[src/rtl/fpe_pkg.sv]
package fpe_pkg;

    localparam int ADDR_W = 20;
    localparam int DATA_W = 16;
    localparam int STEP_W = 3;
    localparam int DP_BIT = 7;
    localparam int TG_BIT = 6;

    typedef enum logic [1:0] {
        OP_PROGRAM = 2'd0,
        OP_SECTOR  = 2'd1,
        OP_BLOCK   = 2'd2,
        OP_CHIP    = 2'd3
    } op_e;

    typedef struct packed {
        logic [ADDR_W-1:0] addr;
        logic [DATA_W-1:0] data;
    } bus_word_t;

    localparam logic [ADDR_W-1:0] KEY_HI = 20'h05555;
    localparam logic [ADDR_W-1:0] KEY_LO = 20'h02AAA;

    function automatic logic [DATA_W-1:0] cmd_byte(input logic [7:0] b);
        return {{(DATA_W-8){1'b0}}, b};
    endfunction

    function automatic logic [STEP_W-1:0] last_step(input op_e op);
        return (op == OP_PROGRAM) ? STEP_W'(3) : STEP_W'(5);
    endfunction

    function automatic bus_word_t seq_step(input op_e op,
                                           input logic [STEP_W-1:0] k,
                                           input logic [ADDR_W-1:0] a,
                                           input logic [DATA_W-1:0] d);
        bus_word_t w;
        w.addr = KEY_HI;
        w.data = cmd_byte(8'hAA);
        if (op == OP_PROGRAM) begin
            case (k)
                3'd0:    begin w.addr = KEY_HI; w.data = cmd_byte(8'hAA); end
                3'd1:    begin w.addr = KEY_LO; w.data = cmd_byte(8'h55); end
                3'd2:    begin w.addr = KEY_HI; w.data = cmd_byte(8'hA0); end
                default: begin w.addr = a;      w.data = d;               end
            endcase
        end else begin
            case (k)
                3'd0:    begin w.addr = KEY_HI; w.data = cmd_byte(8'hAA); end
                3'd1:    begin w.addr = KEY_LO; w.data = cmd_byte(8'h55); end
                3'd2:    begin w.addr = KEY_HI; w.data = cmd_byte(8'h80); end
                3'd3:    begin w.addr = KEY_HI; w.data = cmd_byte(8'hAA); end
                3'd4:    begin w.addr = KEY_LO; w.data = cmd_byte(8'h55); end
                default: begin
                    unique case (op)
                        OP_CHIP:  begin w.addr = KEY_HI; w.data = cmd_byte(8'h10); end
                        OP_BLOCK: begin w.addr = a;      w.data = cmd_byte(8'h50); end
                        default:  begin w.addr = a;      w.data = cmd_byte(8'h30); end
                    endcase
                end
            endcase
        end
        return w;
    endfunction

endpackage

[src/rtl/fpe_bus_cycle.sv]
module fpe_bus_cycle
    import fpe_pkg::*;
#(
    parameter int T_SETUP = 2,
    parameter int T_PULSE = 2,
    parameter int T_HOLD  = 1
) (
    input  logic              clk,
    input  logic              rst,
    input  logic              start,
    input  logic              is_read,
    input  logic [ADDR_W-1:0] addr_in,
    input  logic [DATA_W-1:0] data_in,
    output logic              cyc_done,
    output logic [DATA_W-1:0] rdata,
    output logic              ce_n,
    output logic              we_n,
    output logic              oe_n,
    output logic [ADDR_W-1:0] addr_out,
    output logic [DATA_W-1:0] dq_out,
    output logic              dq_oe,
    input  logic [DATA_W-1:0] dq_in
);

    localparam int TMAX = (T_SETUP > T_PULSE) ? ((T_SETUP > T_HOLD) ? T_SETUP : T_HOLD)
                                              : ((T_PULSE > T_HOLD) ? T_PULSE : T_HOLD);
    localparam int CW = $clog2(TMAX + 1);

    typedef enum logic [1:0] {PH_IDLE, PH_SETUP, PH_PULSE, PH_HOLD} phase_e;

    phase_e        ph;
    logic [CW-1:0] cnt;
    logic          rd_q;

    always_ff @(posedge clk) begin
        if (rst) begin
            ph       <= PH_IDLE;
            cnt      <= '0;
            rd_q     <= 1'b0;
            cyc_done <= 1'b0;
            rdata    <= '0;
            ce_n     <= 1'b1;
            we_n     <= 1'b1;
            oe_n     <= 1'b1;
            addr_out <= '0;
            dq_out   <= '0;
            dq_oe    <= 1'b0;
        end else begin
            cyc_done <= 1'b0;
            unique case (ph)
                PH_IDLE: begin
                    if (start) begin
                        ph       <= PH_SETUP;
                        cnt      <= '0;
                        rd_q     <= is_read;
                        ce_n     <= 1'b0;
                        addr_out <= addr_in;
                        dq_out   <= is_read ? '0 : data_in;
                        dq_oe    <= ~is_read;
                    end
                end
                PH_SETUP: begin
                    if (cnt == CW'(T_SETUP - 1)) begin
                        ph  <= PH_PULSE;
                        cnt <= '0;
                        if (rd_q) oe_n <= 1'b0;
                        else      we_n <= 1'b0;
                    end else begin
                        cnt <= cnt + 1'b1;
                    end
                end
                PH_PULSE: begin
                    if (cnt == CW'(T_PULSE - 1)) begin
                        ph   <= PH_HOLD;
                        cnt  <= '0;
                        we_n <= 1'b1;
                        oe_n <= 1'b1;
                        if (rd_q) rdata <= dq_in;
                    end else begin
                        cnt <= cnt + 1'b1;
                    end
                end
                default: begin
                    if (cnt == CW'(T_HOLD - 1)) begin
                        ph       <= PH_IDLE;
                        cnt      <= '0;
                        ce_n     <= 1'b1;
                        dq_oe    <= 1'b0;
                        cyc_done <= 1'b1;
                    end else begin
                        cnt <= cnt + 1'b1;
                    end
                end
            endcase
        end
    end

    AST_WE_NEEDS_CE: assert property (@(posedge clk) disable iff (rst)
        !we_n |-> !ce_n);
    AST_STROBE_EXCL: assert property (@(posedge clk) disable iff (rst)
        !(!we_n && !oe_n));
    AST_ADDR_STABLE_PULSE: assert property (@(posedge clk) disable iff (rst)
        (!we_n && $past(!we_n)) |-> ($stable(addr_out) && $stable(dq_out)));
    AST_READ_RELEASED: assert property (@(posedge clk) disable iff (rst)
        !oe_n |-> !dq_oe);

endmodule

[src/rtl/fpe_poll_judge.sv]
module fpe_poll_judge
    import fpe_pkg::*;
(
    input  logic              toggle_mode,
    input  logic              have_prev,
    input  logic              prev_tg,
    input  logic              exp_bit,
    input  logic [DATA_W-1:0] rdata,
    output logic              complete
);

    always_comb begin
        if (toggle_mode) complete = have_prev && (prev_tg == rdata[TG_BIT]);
        else             complete = (rdata[DP_BIT] == exp_bit);
    end

endmodule

[src/rtl/flash_pe_ctrl.sv]
module flash_pe_ctrl
    import fpe_pkg::*;
#(
    parameter int T_SETUP    = 2,
    parameter int T_PULSE    = 2,
    parameter int T_HOLD     = 1,
    parameter int POLL_LIMIT = 1000
) (
    input  logic              clk,
    input  logic              rst,
    input  logic              req_valid,
    output logic              req_ready,
    input  logic [1:0]        req_op,
    input  logic [ADDR_W-1:0] req_addr,
    input  logic [DATA_W-1:0] req_data,
    input  logic              req_poll_toggle,
    output logic              done_valid,
    output logic              done_timeout,
    output logic              fl_ce_n,
    output logic              fl_we_n,
    output logic              fl_oe_n,
    output logic [ADDR_W-1:0] fl_addr,
    output logic [DATA_W-1:0] fl_dq_out,
    output logic              fl_dq_oe,
    input  logic [DATA_W-1:0] fl_dq_in
);

    localparam int PCW = $clog2(POLL_LIMIT + 1);

    typedef enum logic [2:0] {S_IDLE, S_CMD, S_WAITW, S_POLL, S_WAITR} state_e;

    state_e            st;
    op_e               op_q;
    logic [ADDR_W-1:0] addr_q;
    logic [DATA_W-1:0] data_q;
    logic              tog_q;
    logic [STEP_W-1:0] step_q;
    logic [PCW-1:0]    rd_cnt;
    logic              have_prev;
    logic              prev_tg;

    bus_word_t         cur_word;
    logic              cyc_start;
    logic              cyc_read;
    logic              cyc_done;
    logic [DATA_W-1:0] rdata;
    logic              exp_bit;
    logic              complete;
    logic [PCW-1:0]    rd_cnt_n;

    assign cur_word  = seq_step(op_q, step_q, addr_q, data_q);
    assign cyc_start = (st == S_CMD) || (st == S_POLL);
    assign cyc_read  = (st == S_POLL);
    assign exp_bit   = (op_q == OP_PROGRAM) ? data_q[DP_BIT] : 1'b1;
    assign rd_cnt_n  = rd_cnt + 1'b1;
    assign req_ready = (st == S_IDLE);

    fpe_bus_cycle #(
        .T_SETUP (T_SETUP),
        .T_PULSE (T_PULSE),
        .T_HOLD  (T_HOLD)
    ) i_cycle (
        .clk      (clk),
        .rst      (rst),
        .start    (cyc_start),
        .is_read  (cyc_read),
        .addr_in  (cyc_read ? addr_q : cur_word.addr),
        .data_in  (cur_word.data),
        .cyc_done (cyc_done),
        .rdata    (rdata),
        .ce_n     (fl_ce_n),
        .we_n     (fl_we_n),
        .oe_n     (fl_oe_n),
        .addr_out (fl_addr),
        .dq_out   (fl_dq_out),
        .dq_oe    (fl_dq_oe),
        .dq_in    (fl_dq_in)
    );

    fpe_poll_judge i_judge (
        .toggle_mode (tog_q),
        .have_prev   (have_prev),
        .prev_tg     (prev_tg),
        .exp_bit     (exp_bit),
        .rdata       (rdata),
        .complete    (complete)
    );

    always_ff @(posedge clk) begin
        if (rst) begin
            st           <= S_IDLE;
            op_q         <= OP_PROGRAM;
            addr_q       <= '0;
            data_q       <= '0;
            tog_q        <= 1'b0;
            step_q       <= '0;
            rd_cnt       <= '0;
            have_prev    <= 1'b0;
            prev_tg      <= 1'b0;
            done_valid   <= 1'b0;
            done_timeout <= 1'b0;
        end else begin
            done_valid   <= 1'b0;
            done_timeout <= 1'b0;
            unique case (st)
                S_IDLE: begin
                    if (req_valid) begin
                        op_q      <= op_e'(req_op);
                        addr_q    <= req_addr;
                        data_q    <= req_data;
                        tog_q     <= req_poll_toggle;
                        step_q    <= '0;
                        rd_cnt    <= '0;
                        have_prev <= 1'b0;
                        st        <= S_CMD;
                    end
                end
                S_CMD:  st <= S_WAITW;
                S_WAITW: begin
                    if (cyc_done) begin
                        if (step_q == last_step(op_q)) begin
                            st <= S_POLL;
                        end else begin
                            step_q <= step_q + 1'b1;
                            st     <= S_CMD;
                        end
                    end
                end
                S_POLL: st <= S_WAITR;
                default: begin
                    if (cyc_done) begin
                        prev_tg   <= rdata[TG_BIT];
                        have_prev <= 1'b1;
                        rd_cnt    <= rd_cnt_n;
                        if (complete) begin
                            done_valid <= 1'b1;
                            st         <= S_IDLE;
                        end else if (rd_cnt_n == PCW'(POLL_LIMIT)) begin
                            done_valid   <= 1'b1;
                            done_timeout <= 1'b1;
                            st           <= S_IDLE;
                        end else begin
                            st <= S_POLL;
                        end
                    end
                end
            endcase
        end
    end

    AST_DONE_PULSE: assert property (@(posedge clk) disable iff (rst)
        done_valid |=> !done_valid);
    AST_ACCEPT_BUSY: assert property (@(posedge clk) disable iff (rst)
        (req_valid && req_ready) |=> !req_ready);
    AST_TIMEOUT_QUAL: assert property (@(posedge clk) disable iff (rst)
        done_timeout |-> done_valid);
    AST_POLL_BOUND: assert property (@(posedge clk) disable iff (rst)
        rd_cnt <= PCW'(POLL_LIMIT));
    AST_IDLE_QUIET: assert property (@(posedge clk) disable iff (rst)
        (req_ready && $past(req_ready)) |-> (fl_we_n && fl_oe_n));

endmodule

[config.mk]
export PLATFORM = sky130hd
export DESIGN_NAME = flash_pe_ctrl
export DESIGN_NICKNAME = d
export VERILOG_FILES = /design/src/rtl/fpe_pkg.sv /design/src/rtl/fpe_bus_cycle.sv /design/src/rtl/fpe_poll_judge.sv /design/src/rtl/flash_pe_ctrl.sv
export SDC_FILE = /design/constraint.sdc
export NUM_CORES = 1
export LEC_CHECK = 0
export BUFFER_PORTS_ARGS = -buffer_cell sky130_fd_sc_hd__buf_2
export CORE_MARGIN = 2
export CORE_UTILIZATION = 40
export DETAILED_ROUTE_END_ITERATION = 8
export GPL_ROUTABILITY_DRIVEN = 0
export SLEW_MARGIN = 20
export SYNTH_ARGS = -nofsm -noshare
export SYNTH_HDL_FRONTEND = slang
export SYNTH_SLANG_ARGS = --single-unit
[constraint.sdc]
create_clock -name clk -period 1.8 [get_ports clk]
set_input_delay 0.27 -clock clk [delete_from_list [all_inputs] [get_ports clk]]
set_output_delay 0.27 -clock clk [all_outputs]
set_load 0.005 [all_outputs]
==> run metrics, run 1 <==
outcome completed; max cap viols 0; CTS Sinks between 100 and 150; R2R Setup Slk around 0.076 ns; Core Box Area approximately 12,000 um^2; DR vias approximately 4,600; CP max-delay cell dfxtp_4; Final Hold Fails 0; Startpoint Class flip-flop; Setup crit end kind flip-flop; FF-to-FF End i_cycle.dq_out[7]; first-pass GRT wire length about 21,000 um; dpl ws -0.0278 ns; power density of the placed cells roughly 1100 nW/um^2; largest net degree at the start of global routing 46; CTS max path bufs 2; cts bufs inserted 9; ys flop type dfxtp_1; DRT iter0 DRCs 270; Vias/cell ~5.4; crit path DAT roughly 2.0 ns; flops & latches, synth around 110; area growth from synthesis to layout 25.6%; Post-synth EDFFs 0; Final ANT Viol Nets 0; Synth top area share ~44%; hpwl dp just under 9000 um; # H-tree levels 3; maximum vdd drop 0.522 mV; Die X-Extent between 100 and 150 um; yosys warns 0; Buf/Inv on CP 3; initial antenna violation count 0; CP Depth 8; sequential fraction of the synthesis area 44.2%; Total GRT Usage between 10% and 20%; Mapped Cells between 500 and 600; library cells used by synthesis 62; Tmin final between 1.5 and 2 ns; Worst Skew 0.00579 ns; Synth area leader dfxtp_1; diode count 0; fin crit share 95.8%; Crit Path Max Fanout 9; Reg2Reg Depth 8; most numerous cell in the Yosys netlist nand2_1; DRC 0; final wirelength 12,900 um; commonest cells in the synthesized netlist nand2_1, dfxtp_1, a21oi_1; ranking of synthesized cells by area dfxtp_1, a21oi_1, nand2_1; fraction of layout cells with a size suffix above 1 roughly 27%; hold_sp req_data[13]; Max Clock Freq approximately 580 MHz; Worst Hold Depth 3; Crit path required time 2.08 ns; height of the die between 100 and 150 um; area of the mapped netlist 4840 um^2; vias in the first global route between 4,000 and 5,000; hold buffers post-CTS 0; Lkg Pwr roughly 2.5 nW; clk root buf clkbuf_16; Final setup viols 0; Tightest Pin Transition 0.510 ns; Post-synth ARST share 0%; cell row count 40; Routed wire per std cell about 15 um; clock slew at reported path FFs roughly 0.07 ns; Hold Crit Class in2reg; Net Count, Synth 666; final net count 767; Top delay family on crit path simple AND/OR/NAND/NOR gates; worst rel slew slack 66.0%; Avg Cell Area, Syn just over 8 um^2; drt pass-1 iters 5; Skew-Pair Late Insertion Delay ~0.35 ns; GR Overflow Total 0; crit path kind reg2reg; crit-path cells inv_2 > ha_4 > buf_4 > o21bai_2 > nor3b_2 > buf_4 > or3_1 > a21oi_1; worst hold slack approximately 0.16 ns; crit-path max cell delay around 0.37 ns; CP dominant cell by count buf_4; num ports 101; CTS tree built; I/O Buffers 86; final worst setup slack 0.0759 ns; die area roughly 13,000 um^2; Final Max Tran Viols 0; worst flop-to-flop path startpoint step_q[1]; Initial Util between 40% and 50%; hold endpoint data_q[13]
report_power, final:
part	switching [mW]	leakage [nW]	internal (mW)
clock	0.865	0.159	1.29
sequential	0.182	0.876	2.60
combinational	0.894	1.45	0.663
total	1.94	2.48	4.56
per-stage QoR:
step | utilization, % | cells | area (um^2) | total power, mW | TNS (ns)
3_5_place_dp | 47.2 | 829 | 5630 | 4.34 | -0.100
5_1_grt | 51.1 | 847 | 6080 | 6.85 | -0.00774
3_3_place_gp | 47.2 | 829 | 5630 | 4.28 | 0
4_1_cts | 50.1 | 845 | 5960 | 6.50 | 0
6_report | 51.1 | 847 | 6080 | 6.50 | 0
2_1_floorplan | - | 594 | 4850 | 3.76 | 0
worst max-delay path by stage:
stage               from                   end  slack, ns
2_1_floorplan  step_q[0]     i_cycle.dq_out[1]      0.004
3_3_place_gp   step_q[1]     i_cycle.dq_out[7]       0.02
3_5_place_dp   step_q[0]     i_cycle.dq_out[7]      -0.03
4_1_cts        step_q[1]  i_cycle.addr_out[10]      0.002
5_1_grt        step_q[1]     i_cycle.dq_out[7]     -0.008
6_report       step_q[1]     i_cycle.dq_out[7]       0.08
flip-flops by register name (all words and copies together) (netlist names), 2 cells and up:
signal,flops
i_cycle.cnt,2
data_q,16
i_cycle.dq_out,16
st,3
rd_cnt,10
step_q,3
i_cycle.addr_out,20
addr_q,20
i_cycle.rdata,2
op_q,2
i_cycle.ph,2
kinds of logic (layout without fill, tap and decap cells):
family / after synthesis / in the layout / share of synthesized area [%]
compound gates: 179 / 179 / 23.1
flops: 107 / 107 / 44.2
fa+ha+maj: 14 / 14 / 3.62
simple gates: 235 / 236 / 22.6
mux: 7 / 7 / 1.47
buf+inv: 47 / 152 / 4.08
xor+xnor: 5 / 5 / 0.904
per-layer routing:
metal	part of all wire [%]	GRT usage, %	up-vias
met1	45	26.3	2156
met4	0.93	5.53	0
met5	0	0	-
met2	49	32.6	102
met3	5.3	4.66	8
li1	-	-	2296
tightest hold or removal path, delay by kind of cell:
kind / cells / cell delay, ns
compound gates: 1 / 0.05
buf+inv: 1 / 0.09
simple gates: 1 / 0.04
layout by cell type, fill, tap and decap left out, types with 4 or more instances in the layout:
cell / n
nand2_1: 116
dfxtp_1: 99
a21oi_1: 88
buf_2: 85
nor2_1: 39
buf_4: 38
nand3_1: 20
o21ai_0: 17
a31oi_1: 11
ha_1: 11
a211o_1: 9
clkbuf_16: 9
nand2b_1: 8
a22oi_1: 8
inv_1: 7
nor3_1: 7
nor2b_1: 6
mux2i_1: 6
o221a_2: 6
dfxtp_2: 6
or3_1: 5
o21ai_2: 4
xnor2_1: 4
or2_2: 4
a211oi_1: 4
nand3b_1: 4
o211ai_1: 4
cell type report:
type                    instances  area [um^2]
multi-input cells             441         2610
inverters                      10         40.0
clock buffers                  12          256
fillers                      1213         5830
repair buffers                126          762
flip-flops and latches        107         2160
well taps                     147          184
clock inverters                 4         72.6
what timing repair did:
action / CTS / global route
resized for setup: 2 / 31
endpoints found under the setup margin: 18 / 40
gates cloned: 0 / 1
setup buffers: 0 / 1
pin swaps: 0 / 3
Power figures use the tool's default switching activity.
==> run 2: changes to the inputs <==
--- a/config.mk
+++ b/config.mk
@@ -7,9 +7,10 @@
 export LEC_CHECK = 0
 export BUFFER_PORTS_ARGS = -buffer_cell sky130_fd_sc_hd__buf_2
 export CORE_MARGIN = 2
-export CORE_UTILIZATION = 40
+export CORE_UTILIZATION = 46
 export DETAILED_ROUTE_END_ITERATION = 8
 export GPL_ROUTABILITY_DRIVEN = 0
+export PLACE_DENSITY = 0.72
 export SLEW_MARGIN = 20
 export SYNTH_ARGS = -nofsm -noshare
 export SYNTH_HDL_FRONTEND = slang
==> run 2 against run 1 <==
The run now ends with setup timing left; combinational power is essentially flat; maximum frequency shrank 4.7%; critical path depth decreased by 1; utilization grew 6.5 points; clock-buffer cell count stayed put; first-iteration DRC count down 15%; cell area is 2.7% lower; die area fell by 13%; clock skew increased by 0.0045 ns; final cell count is 1.4% lower; largest cell class unchanged; highest routed layer unchanged.
==> run metrics, run 2 (same netlist as run 1, synthesis figures left out) <==
outcome finished with violations; failing checks setup timing; Max Clock Freq 553 MHz (-4.7%); Vias/cell 5.52 (+2.4%); cell total after placement 818 (-1.3%); Final ANT Viol Nets 0 (unchanged); vias in the first global route 4,350 (+0.55%); initial antenna violation count 0 (unchanged); Final Hold Fails 0 (unchanged); cell row count 37 (-7.5%); Hold Crit Class in2reg; DRT iter0 DRCs 229 (-15%); # fillers 998 (-18%); DR vias 4,606 (+0.96%); CTS Sinks 107 (unchanged); Setup crit end kind flip-flop; diode count 0 (unchanged); largest net degree at the start of global routing 43 (-6.5%); I/O Buffers 86 (unchanged); design area 5920 um^2 (-2.7%); # H-tree levels 3 (unchanged); clock slew at reported path FFs 0.10 ns (+0.03 ns); Placed Area 5610 um^2 (-0.29%); RSZ-0062 raised after global routing true; Post-CTS Repair Setup Buffers 0 (unchanged); fin crit share 101% (+4.8 points); most frequent cells in the layout nand2_1, dfxtp_1, a21oi_1; CTS max path bufs 2 (unchanged); Core Box Area 10,300 um^2 (-14%); final net count 766 (-0.13%); Tightest Pin Transition 0.441 ns (-0.0691 ns); hpwl dp 8620 um (-1.6%); Final Max Tran Viols 0 (unchanged); worst rel slew slack 70.6% (+4.6 points); Total GRT Usage 21.9% (+2.0 points); crit path kind reg2reg; Initial Util 47.1% (+6.5 points); Skew-Pair Late Insertion Delay 0.38 ns (+0.03 ns); crit path DAT 2.06 ns (+0.06 ns); clk root buf clkbuf_8; num ports 101 (unchanged); drt pass-1 iters 5 (unchanged); power density of the placed cells 997 nW/um^2 (-6.6%); CTS tree built; Startpoint Class flip-flop; final wirelength 12,400 um (-3.9%); fin cells 835 (-1.4%); worst hold slack 0.117 ns (-0.0391 ns); biggest regs addr_q x20, i_cycle.addr_out x20; Routed wire per std cell 14.8 um (-2.6%); Die X-Extent 107 um (-6.5%); area growth from synthesis to layout 22.2%; Tmin final 1.81 ns (+0.0855 ns); die area 11,400 um^2 (-13%); cts bufs inserted 9 (unchanged); most common cell after layout, fill and taps aside nand2_1; DRC 0 (unchanged); final worst setup slack -0.00969 ns (-0.0855 ns); total power 5.90 mW (-9.2%); Crit path required time 2.05 ns (-0.03 ns); max cap viols 0 (unchanged); Final setup viols 2 (+2); first-pass GRT wire length 20,100 um (-3.8%); Worst Skew 0.0103 ns (+0.00446 ns); Lkg Pwr 2.42 nW (-2.6%); maximum vdd drop 0.676 mV (+29%); hold buffers post-CTS 0 (unchanged); Crit Path Max Fanout 5 (-4); fraction of layout cells with a size suffix above 1 26.3% (-1.1 points); height of the die 107 um (-6.5%); GR Overflow Total 0 (unchanged)
run 2: changes by cell type in the layout (fill, tap and decap cells not counted), sizes merged:
cell and delta:
buf -1, inv +1, bufinv -1
run 2: through the flow:
stage | setup slack (ns) | util [%] | TNS (ns)
6_report | -0.00969 | 57.6 | -0.0168
5_1_grt | -0.0722 | 57.6 | -0.736
4_1_cts | 0.0101 | 56.9 | 0
3_5_place_dp | -0.0885 | 54.6 | -0.587
3_3_place_gp | -0.00111 | 54.6 | -0.00111
2_1_floorplan | 0.00427 | - | 0
run 2: worst paths after layout:
path | startpoint | to | slack [ns] | cells past startpoint
worst max-delay path | step_q[0] | i_cycle.dq_out[1] | -0.01 | 7
worst min-delay path | req_data[13] | data_q[13] | 0.12 | 3
worst max register to register | step_q[0] | i_cycle.dq_out[1] | -0.01 | 7
worst min register to register | data_q[12] | data_q[12] | 0.46 | 2
run 2: cell type report:
cell class,count,area (um^2),area share (%)
repair buffers,125,751,12.7
clock buffers,12,165,2.79
multi-input cells,441,2580,43.7
clock inverters,4,55.1,0.930
flip-flops and latches,107,2160,36.4
well taps,136,170,2.87
inverters,10,37.5,0.634
run 2: what timing repair did:
item	in CTS	in global routing
pin swaps	0	1
cloned	0	1
endpoints found under the setup margin	20	31
gates resized for setup	4	18
run 2: worst max-delay path, stage by stage (launching register included):
cell,delay [ns]
dfxtp_4,0.38
inv_1,0.17
ha_4,0.20
nor3_4,0.06
or2_2,0.35
mux2_2,0.29
o221ai_1,0.15
a21oi_1,0.09
run 2: metal layers:
| layer | vias up | global-route usage, % | share of wire, % |
|---|---|---|---|
| met5 | - | 0 | 0 |
| met4 | 0 | 5.84 | 1.4 |
| met3 | 18 | 6.20 | 5.8 |
| met2 | 138 | 37.7 | 49 |
| met1 | 2163 | 26.8 | 44 |
| li1 | 2287 | - | - |
run 2: power by group:
part / internal (mW) / total [mW] / switching [mW]
clock: 0.765 / 1.59 / 0.821
sequential: 2.60 / 2.77 / 0.176
combinational: 0.653 / 1.54 / 0.889
total: 4.02 / 5.90 / 1.89
